[config.mk]
export PLATFORM = sky130hd
export DESIGN_NAME = tdm_slot_serializer
export DESIGN_NICKNAME = d
export VERILOG_FILES = /design/src/rtl/tdm_ser_pkg.sv /design/src/rtl/tdm_edge_detect.sv /design/src/rtl/tdm_slot_timer.sv /design/src/rtl/tdm_shift_out.sv /design/src/rtl/tdm_slot_serializer.sv
export SDC_FILE = /design/constraint.sdc
export NUM_CORES = 1
export LEC_CHECK = 0
export CORE_MARGIN = 5
export CORE_UTILIZATION = 50
export DETAILED_ROUTE_END_ITERATION = 10
export PLACE_DENSITY = 0.83
export SLEW_MARGIN = 10
export SYNTH_ARGS = -nofsm -noshare
export SYNTH_HDL_FRONTEND = slang
export SYNTH_SLANG_ARGS = --single-unit
export TNS_END_PERCENT = 10
[constraint.sdc]
create_clock -name clk -period 10.3 [get_ports clk]
set_input_delay 1.03 -clock clk [delete_from_list [all_inputs] [get_ports clk]]
set_output_delay 1.03 -clock clk [all_outputs]
set_load 0.01 [all_outputs]
[src/rtl/tdm_ser_pkg.sv]
package tdm_ser_pkg;

    localparam int SAMPLE_BITS = 16;
    localparam int OFFSET_BITS = 8;

    typedef enum logic [1:0] {
        SLOT_NONE   = 2'd0,
        SLOT_FIRST  = 2'd1,
        SLOT_SECOND = 2'd2
    } slot_sel_e;

    typedef enum logic [1:0] {
        EN_BOTH  = 2'b00,
        EN_FIRST = 2'b01,
        EN_SECND = 2'b10,
        EN_NONE  = 2'b11
    } slot_en_e;

    typedef struct packed {
        logic     early;
        logic     swap;
        logic     split;
        slot_en_e en;
    } frame_ctl_t;

    localparam frame_ctl_t CTL_RESET = '{early: 1'b1, swap: 1'b0, split: 1'b0, en: EN_BOTH};

    // Longest reach of the second slot, in bit clocks after frame start.
    function automatic int frame_span(int sw, int ow);
        return 2 * ((1 << ow) - 1 + sw);
    endfunction

    function automatic logic slot_enabled(slot_en_e en, logic second);
        if (second)
            return (en == EN_BOTH) || (en == EN_SECND);
        return (en == EN_BOTH) || (en == EN_FIRST);
    endfunction

endpackage

[src/rtl/tdm_edge_detect.sv]
module tdm_edge_detect (
    input  logic clk,
    input  logic rst,
    input  logic bclk,
    input  logic fsync,
    output logic bclk_rise,
    output logic bclk_fall,
    output logic frame_start
);
    logic bclk_q;
    logic fs_prev;

    assign bclk_rise   = bclk & ~bclk_q;
    assign bclk_fall   = ~bclk & bclk_q;
    assign frame_start = bclk_rise & fsync & ~fs_prev;

    always_ff @(posedge clk) begin
        if (rst) begin
            bclk_q  <= 1'b0;
            fs_prev <= 1'b0;
        end else begin
            bclk_q <= bclk;
            if (bclk_rise)
                fs_prev <= fsync;
        end
    end
endmodule

[src/rtl/tdm_slot_timer.sv]
module tdm_slot_timer
    import tdm_ser_pkg::*;
#(
    parameter int SMP_W = SAMPLE_BITS,
    parameter int OFF_W = OFFSET_BITS,
    parameter int CNT_W = $clog2(frame_span(SAMPLE_BITS, OFFSET_BITS) + 2),
    parameter int IDX_W = $clog2(SAMPLE_BITS)
) (
    input  logic             clk,
    input  logic             rst,
    input  logic             frame_start,
    input  logic             bclk_fall,
    input  logic [OFF_W-1:0] off_a,
    input  logic [OFF_W-1:0] off_b,
    input  logic             split,
    output logic             active,
    output slot_sel_e        sel,
    output logic [IDX_W-1:0] bit_idx,
    output logic             last_bit
);
    localparam logic [CNT_W-1:0] SLOT_LEN = CNT_W'(SMP_W);
    localparam logic [CNT_W-1:0] LAST_REL = CNT_W'(SMP_W - 1);

    logic [CNT_W-1:0] cnt;
    logic [CNT_W-1:0] s1, e1, s2, e2, gap, rel1, rel2, rel;
    logic             in1, in2;

    always_comb begin
        s1   = CNT_W'(off_a);
        e1   = s1 + SLOT_LEN;
        gap  = split ? CNT_W'(off_b) : CNT_W'(off_a);
        s2   = e1 + gap;
        e2   = s2 + SLOT_LEN;
        in1  = (cnt >= s1) && (cnt < e1);
        in2  = (cnt >= s2) && (cnt < e2);
        rel1 = cnt - s1;
        rel2 = cnt - s2;
        if (in1) begin
            sel = SLOT_FIRST;
            rel = rel1;
        end else if (in2) begin
            sel = SLOT_SECOND;
            rel = rel2;
        end else begin
            sel = SLOT_NONE;
            rel = '0;
        end
        bit_idx  = IDX_W'(SMP_W - 1) - IDX_W'(rel);
        last_bit = (sel != SLOT_NONE) && (rel == LAST_REL);
    end

    always_ff @(posedge clk) begin
        if (rst) begin
            cnt    <= '0;
            active <= 1'b0;
        end else if (frame_start) begin
            cnt    <= '0;
            active <= 1'b1;
        end else if (bclk_fall && active && (cnt != '1)) begin
            cnt <= cnt + 1'b1;
        end
    end
endmodule

[src/rtl/tdm_shift_out.sv]
module tdm_shift_out
    import tdm_ser_pkg::*;
#(
    parameter int SMP_W = SAMPLE_BITS,
    parameter int IDX_W = $clog2(SAMPLE_BITS)
) (
    input  logic             clk,
    input  logic             rst,
    input  logic             bclk_rise,
    input  logic             bclk_fall,
    input  logic             frame_start,
    input  logic             active,
    input  slot_sel_e        sel,
    input  logic [IDX_W-1:0] bit_idx,
    input  logic             last_bit,
    input  frame_ctl_t       ctl,
    input  logic [SMP_W-1:0] left_w,
    input  logic [SMP_W-1:0] right_w,
    output logic             sdout,
    output logic             sd_oe
);
    logic [SMP_W-1:0] word1, word2;
    logic             en1, en2;
    logic             last_q;

    always_comb begin
        word1 = ctl.swap ? right_w : left_w;
        word2 = ctl.swap ? left_w  : right_w;
        en1   = slot_enabled(ctl.en, 1'b0);
        en2   = slot_enabled(ctl.en, 1'b1);
    end

    always_ff @(posedge clk) begin
        if (rst) begin
            sdout  <= 1'b0;
            sd_oe  <= 1'b0;
            last_q <= 1'b0;
        end else if (frame_start) begin
            sd_oe  <= 1'b0;
            last_q <= 1'b0;
        end else if (bclk_fall && active) begin
            if (sel == SLOT_FIRST && en1) begin
                sd_oe  <= 1'b1;
                sdout  <= word1[bit_idx];
                last_q <= last_bit;
            end else if (sel == SLOT_SECOND && en2) begin
                sd_oe  <= 1'b1;
                sdout  <= word2[bit_idx];
                last_q <= last_bit;
            end else begin
                sd_oe  <= 1'b0;
                last_q <= 1'b0;
            end
        end else if (bclk_rise && ctl.early && last_q) begin
            sd_oe  <= 1'b0;
            last_q <= 1'b0;
        end
    end
endmodule

[src/rtl/tdm_slot_serializer.sv]
module tdm_slot_serializer
    import tdm_ser_pkg::*;
#(
    parameter int SMP_W = SAMPLE_BITS,
    parameter int OFF_W = OFFSET_BITS
) (
    input  logic             clk,
    input  logic             rst,
    input  logic             bclk,
    input  logic             fsync,
    input  logic [SMP_W-1:0] left_smp,
    input  logic [SMP_W-1:0] right_smp,
    input  logic [OFF_W-1:0] slot_off_a,
    input  logic [OFF_W-1:0] slot_off_b,
    input  logic             split_slots,
    input  logic             swap_lr,
    input  logic [1:0]       chan_en,
    input  logic             early_release,
    output logic             sdout,
    output logic             sd_oe
);
    localparam int CNT_W = $clog2(frame_span(SMP_W, OFF_W) + 2);
    localparam int IDX_W = $clog2(SMP_W);

    logic             bclk_rise, bclk_fall, frame_start;
    logic             active, last_bit;
    slot_sel_e        sel;
    logic [IDX_W-1:0] bit_idx;
    frame_ctl_t       ctl_q;
    logic [OFF_W-1:0] off_a_q, off_b_q;
    logic [SMP_W-1:0] left_q, right_q;

    tdm_edge_detect u_edge (
        .clk         (clk),
        .rst         (rst),
        .bclk        (bclk),
        .fsync       (fsync),
        .bclk_rise   (bclk_rise),
        .bclk_fall   (bclk_fall),
        .frame_start (frame_start)
    );

    // Settings and samples are captured together once per frame.
    always_ff @(posedge clk) begin
        if (rst) begin
            ctl_q   <= CTL_RESET;
            off_a_q <= '0;
            off_b_q <= '0;
            left_q  <= '0;
            right_q <= '0;
        end else if (frame_start) begin
            ctl_q   <= '{early: early_release, swap: swap_lr,
                         split: split_slots, en: slot_en_e'(chan_en)};
            off_a_q <= slot_off_a;
            off_b_q <= slot_off_b;
            left_q  <= left_smp;
            right_q <= right_smp;
        end
    end

    tdm_slot_timer #(
        .SMP_W (SMP_W),
        .OFF_W (OFF_W),
        .CNT_W (CNT_W),
        .IDX_W (IDX_W)
    ) u_timer (
        .clk         (clk),
        .rst         (rst),
        .frame_start (frame_start),
        .bclk_fall   (bclk_fall),
        .off_a       (off_a_q),
        .off_b       (off_b_q),
        .split       (ctl_q.split),
        .active      (active),
        .sel         (sel),
        .bit_idx     (bit_idx),
        .last_bit    (last_bit)
    );

    tdm_shift_out #(
        .SMP_W (SMP_W),
        .IDX_W (IDX_W)
    ) u_out (
        .clk         (clk),
        .rst         (rst),
        .bclk_rise   (bclk_rise),
        .bclk_fall   (bclk_fall),
        .frame_start (frame_start),
        .active      (active),
        .sel         (sel),
        .bit_idx     (bit_idx),
        .last_bit    (last_bit),
        .ctl         (ctl_q),
        .left_w      (left_q),
        .right_w     (right_q),
        .sdout       (sdout),
        .sd_oe       (sd_oe)
    );
endmodule

### Word-level counts from Yosys, hierarchy flattened

Cells that the tools add are included.

| word-level totals | value |
|---|---|
| register bits after elaboration | 69 |
| latch bits | 0 |
| memory bits (writable) | 0 |
| bits in read-only memories | 0 |
| input port bits | 57 |
| output and inout port bits | 2 |
| memories | 0 |

| cells by class | value |
|---|---|
| add/subtract/negate cells | 7 |
| multiply operators | 0 |
| divide/modulo/power cells | 0 |
| $lt $le $gt $ge | 5 |
| eq/ne operators | 6 |
| shift-type cells | 0 |
| mux-type cells | 20 |
| bitwise logic cells | 8 |
| reductions and logical operators | 17 |

Operator list:

| operator | count |
|---|---|
| 16-bit two-way mux | 2 |
| 10-bit less-than comparator | 2 |
| 10-bit two-way mux | 2 |
| 1-bit two-way mux | 11 |
| 10-bit by 1-bit adder with 10-bit output (second input constant) | 1 |
| 10-bit adder | 1 |
| 10-bit by 5-bit adder with 10-bit output (second input constant) | 1 |
| 10-bit by 4-bit equality test with 1-bit output (second input constant) | 1 |
| 10-bit >= comparator | 1 |
| 10-bit by 8-bit >= comparator with 1-bit output | 1 |
| 10-bit != test (second input constant) | 1 |
| 10-bit subtractor | 1 |
| 10-bit by 8-bit subtractor with 10-bit output | 1 |
| 8-bit by 5-bit adder with 9-bit output (second input constant) | 1 |
| 1-bit logical AND | 9 |
| 1-bit binary-select mux with 4-bit select | 2 |
| 8-bit two-way mux | 1 |
| 2-bit nonzero test | 3 |
| 4-bit by 5-bit less-than comparator with 1-bit output (second input constant) | 1 |
| 1-bit bitwise AND | 4 |
| 2-bit by 1-bit equality test with 1-bit output (second input constant) | 2 |
| 2-bit equality test (second input constant) | 2 |
| 2-bit two-way mux | 2 |
| 1-bit NOT | 4 |
| other kinds (5) | 6 |

### Depth between registers and ports, before layout

| depth | value |
|---|---|
| word-level depth | 12 |
| mapped depth | 25 |

### Cells and area by module

From an unflattened synthesis, not the netlist that was laid out.

| unflattened totals | value |
|---|---|
| cells, all modules | 543 |
| area total of the unflattened synthesis | 4878.4 sq um |

Modules (own cells, without submodules):

| module | times used | cells an instance | area an instance (sq um) |
|---|---|---|---|
| tdm_slot_timer | 1 | 306 | 2297.2 |
| tdm_slot_serializer | 1 | 171 | 1903.1 |
| tdm_shift_out | 1 | 57 | 580.6 |
| tdm_edge_detect | 1 | 9 | 97.6 |

### Least setup slack after synthesis

OpenSTA, ideal clock, no wires.

| timing path | value |
|---|---|
| path kind | register to register |
| start | reg ctl_q[2] (netlist name) |
| end | reg u_out.sdout |
| library setup time | 0.116 ns |
| arrival | 4.732 ns |
| data required time | 10.184 ns |
| setup slack | 5.451 ns |
| cell stages (with the launch flop) | 26 |
| cell sequence | dfxtp_1 -> clkbuf_1 -> mux2_2 -> ha_1 -> inv_1 -> fa_1 -> inv_1 -> a21oi_1 -> o21bai_1 -> a21o_1 -> a21o_1 -> a21o_1 -> a21oi_1 -> xnor2_1 -> o31a_1 -> ha_1 -> nand4_1 -> nor2_1 -> a211oi_1 -> o31a_4 -> nand3b_1 -> o21ai_2 -> mux4_2 -> a211oi_2 -> o41ai_1 -> a41o_1 |

| between the ends | value |
|---|---|
| longest elaborated chain between the ends | 12 |
| elaborated cells between the ends (all ways) | 24 |
| classes of those cells | add/sub: 4; order compare: 2; eq/ne: 2; mux: 11; reduce/logical: 5 |

Ends and longest elaborated chain:

| what | RTL line | text |
|---|---|---|
| start: declaration | tdm_slot_serializer.sv:29 | `frame_ctl_t ctl_q;` |
| start signal: assignment | tdm_slot_serializer.sv:52 | `ctl_q <= '{early: early_release, swap: swap_lr,` |
| 8-bit two-way mux (*) | tdm_slot_timer.sv:31 | `gap = split ? CNT_W'(off_b) : CNT_W'(off_a);` |
| 10-bit adder (*) | tdm_slot_timer.sv:32 | `s2 = e1 + gap;` |
| 10-bit by 5-bit adder with 10-bit output | tdm_slot_timer.sv:33 | `e2 = s2 + SLOT_LEN;` |
| 10-bit less-than comparator | tdm_slot_timer.sv:35 | `in2 = (cnt >= s2) && (cnt < e2);` |
| 1-bit logical AND | tdm_slot_timer.sv:35 |  |
| 10-bit two-way mux | tdm_slot_timer.sv:41 | `end else if (in2) begin` |
| 10-bit two-way mux | tdm_slot_timer.sv:38 | `if (in1) begin` |
| 4-bit subtractor | tdm_slot_timer.sv:48 | `bit_idx = IDX_W'(SMP_W - 1) - IDX_W'(rel);` |
| 1-bit binary-select mux with 4-bit select | tdm_shift_out.sv:48 | `sdout <= word2[bit_idx];` |
| 1-bit two-way mux (not written as such) | tdm_shift_out.sv:48 |  |
| 1-bit two-way mux | tdm_shift_out.sv:46 | `end else if (sel == SLOT_SECOND && en2) begin` |
| 1-bit two-way mux | tdm_shift_out.sv:42 | `if (sel == SLOT_FIRST && en1) begin` |
| end signal: assignment | tdm_shift_out.sv:44 | `sdout <= word1[bit_idx];` |
| end signal: assignment | tdm_shift_out.sv:48 |  |
| end: declaration | tdm_shift_out.sv:19 | `output logic sdout,` |

Every way passes the cells marked *; elsewhere a longest branch is shown, timed or not. The select of a mux whose other input is x is not followed.
A chain may end at the register's enable or synchronous reset.

### Final worst setup path

Ends and elaborated chain as after synthesis.

==> flow_summary.yaml <==
min_path:
  hp-class: "reg2reg"
outcome:
  status: "completed"
critical_path:
  cpPeakStageDelay_ns: 0.60
  cp-end-kind: "register"
  crit_fanout: 16
  crit_chain: "mux2_2 -> ha_1 -> inv_1 -> fa_1 -> inv_1 -> a21oi_1 -> o21bai_1 -> a21o_1 -> a21o_1 -> a21o_1 -> a21oi_1 -> xnor2_1 -> o31a_1 -> ha_1 -> nand4_1 -> nor2_1 -> a211oi_1 -> o31a_4 -> a31oi_4 -> mux4_2 -> nor2b_1 -> a211o_1 -> a41o_1"
  cp_slowest_cell: "dfxtp_1"
  crit_type: "reg2reg"
  critPathMostFrequentCell: "a21o_1"
  path_delay_family: "compound AO/OA/AOI/OAI gates"
  critPathArrivalTime_ns: 5.75
  path_buf_inv: 2
  startpoint_type: "register"
  cp.required_ns: 10.53
power_and_ir_drop:
  power.leakage_uw: 0.002157
  p_per_area_mw_per_mm2: 128.8
  vdd_drop_max_mv: 0.1211
  power_uw: 705.4
finish:
  nets: 726
  diodes: 0
  drive_above_1_share_pct: 6.804
  fillers: 789
  final_cell_mix: "nand2_1, a21oi_1, dfxtp_1, clkdlybuf4s50_1, ha_1"
  areaGrowthSynthToFinish_pct: 18.75
  layout_commonest_cell: "nand2_1"
  final_cell_count_no_fill: 743
synth:
  synthDistinctLibCells: 65
  async_reset_ff_share_pct: 0
  synth_xor_area_share_pct: 5.699
  syn_nets: 679
  synth_edf_count: 0
  synth.avg_cell_area_um2: 7.949
  ys_ff_latch: 69
  synthDominantCellAreaShare_pct: 29.96
  synthAdderAreaFrac_pct: 11.89
  ys_top_cells_by_area: "dfxtp_1, ha_1, nand2_1"
  synthMuxAreaShare_pct: 6.024
  synth-simple-area-share_pct: 21.06
  yosys_most_used_dff: "dfxtp_1"
  synth_area_mm2: 0.004611
  synth_compound_area_share_pct: 20.65
  synth_top_family_by_area: "simple AND/OR/NAND/NOR gates"
  yosys.area.top_type: "dfxtp_1"
  ys_warn_count: 0
  seq_area_frac_synth_pct: 29.96
  syn_inst: 580
sta:
  finalSetupViolCount: 0
  setup_ws_ns: 4.781
  finalSetupTns_ns: 0
  period_needed_ns: 5.519
  rsz0062_at_grt: "false"
  tightest_slew_ns: 1.011
  finClkSkew_ns: 0.01470
  period_share_pct: 53.58
  hold_viol_final: 0
  finalMaxSlewViolations: 0
  slew_headroom_pct: 32.60
  fmax_mhz: 181.2
global_route:
  grt_pass1_wl_um: 18240
  grt_usage_pct: 19.68
  antenna_found_initial: 0
  grt_max_degree: 61
  grt_pass1_vias: 3986
  overflow: 0
floorplan:
  io_pins: 59
  rows: 35
  die_area_mm2: 0.01124
  die_w_um: 106.0
  core-area_mm2: 0.009109
  die_height_um: 106.0
  start_util_pct: 50.62
cts:
  cts_max_path_buffers: 2
  ctsRootBufferMaster: "clkbuf_8"
  cts_hold_buf: 0
  clk_latency_ns: 0.35
  path_clk_slew_ns: 0.07
  cts_made_buffers: 9
  cts_tree: "built"
  post-cts-setup-buffer-count: 0
  cts.sinks: 69
  post_cts_resized: 0
  htreeDepth: 3
placed_design:
  pre_cts_ws_ns: 4.803
  gp_congestion: 0.8821
  dp_hpwl_um: 8349
  portBuffers: 58
  placedCellCount: 727
detailed_routing:
  antenna_left: 0
  first_iter_violations: 182
  drcViolationCount: 0
  routedWlPerCell_um: 14.86
  post_drt_via_cell_ratio: 5.665
  drt-total-wl_um: 11040
  vias: 4209
  drt_pass1_iterations: 6
flow_run:
  maxCapViolations: 0
[per-stage QoR]
step	area, µm²	hold WS (ns)	util [%]
after global placement	5236	0.4429	57.49
final	5475	0.4583	60.11
after CTS	5475	0.4570	60.11
after global routing	5475	0.4845	60.11
after floorplan	4611	0.4318	-
after detailed placement	5236	0.4466	57.49
[path summary, 6_finish.rpt]
kind	slack, ns	depth (start not counted)	to	start
setup / recovery	4.78	23	u_out.sdout	ctl_q[2]
hold reg to reg	0.46	2	right_q[7]	right_q[7]
setup reg to reg	4.78	23	u_out.sdout	ctl_q[2]
hold / removal	0.46	2	right_q[7]	right_q[7]
[metal layers]
layer | GRT usage, % | vias up | wire [µm]
met3 | 2.368 | 23 | 421
li1 | - | 2120 | -
met2 | 34.52 | 103 | 5508
met4 | 8.973 | 0 | 299
met1 | 24.04 | 1963 | 4809
met5 | 0 | - | 0
[sequential cells by signal, indices dropped and copies added, names as in the netlist, 5 cells and up]
register and cells:
left_q 16, right_q 16, u_timer.cnt 10, off_a_q 8, off_b_q 8, ctl_q 5
[synth_stat cells (2+ instances only)]
master    count
nand3_1      11
nor2b_1       9
mux2_2        2
o21a_1        4
nand2_1     128
xnor2_1      14
nor4b_1       2
a21oi_1      82
a31oi_1       4
dfxtp_1      69
nand4_1       6
a21boi_0      2
a211oi_2      4
clkbuf_1     20
a21o_1        7
o21ai_0      21
fa_1          3
o22ai_1       2
and3b_1       2
mux2i_1      12
nor2_1       27
or2_2         3
inv_1        31
or3_1         8
a211oi_1      4
xor2_1       11
nor3_1        4
nand2b_1      3
ha_1         39
mux4_2        6
o21bai_1      3
nand3b_1      4
[where the power goes]
| part | internal, µW | total [µW] | switching [µW] | leakage, µW |
|---|---|---|---|---|
| sequential | 276 | 284 | 7.67 | 0.000561 |
| clock | 161 | 267 | 106 | 0.000116 |
| combinational | 72.8 | 154 | 81.4 | 0.00148 |
| total | 510 | 705 | 195 | 0.00216 |
[cell type report]
type                    count  area [µm²]  share of cell area (%)
repair buffers             59       583.1                   10.65
well taps                 111       138.9                   2.537
multi-input cells         456        3013                   55.03
clock inverters             6       111.4                   2.034
clock buffers              10       127.6                   2.331
flip-flops and latches     69        1381                   25.23
inverters                  32       120.1                   2.194
[cells by family (layout without fill, tap and decap cells)]
family,Yosys count,in the layout
flops,69,69
compound gates,152,152
buf+inv,55,107
fa+ha+maj,42,42
xor+xnor,27,27
mux,20,20
simple gates,215,215
[worst register-to-register path, stage by stage (launching register included)]
cell	delay, ns
dfxtp_1	0.60
mux2_2	0.40
ha_1	0.20
inv_1	0.07
fa_1	0.20
inv_1	0.05
a21oi_1	0.16
o21bai_1	0.13
a21o_1	0.20
a21o_1	0.19
a21o_1	0.17
a21oi_1	0.18
xnor2_1	0.14
o31a_1	0.32
ha_1	0.31
nand4_1	0.13
nor2_1	0.12
a211oi_1	0.09
o31a_4	0.17
a31oi_4	0.45
mux4_2	0.56
nor2b_1	0.14
a211o_1	0.27
a41o_1	0.17
No activity file was read; power rests on OpenSTA's default activity.
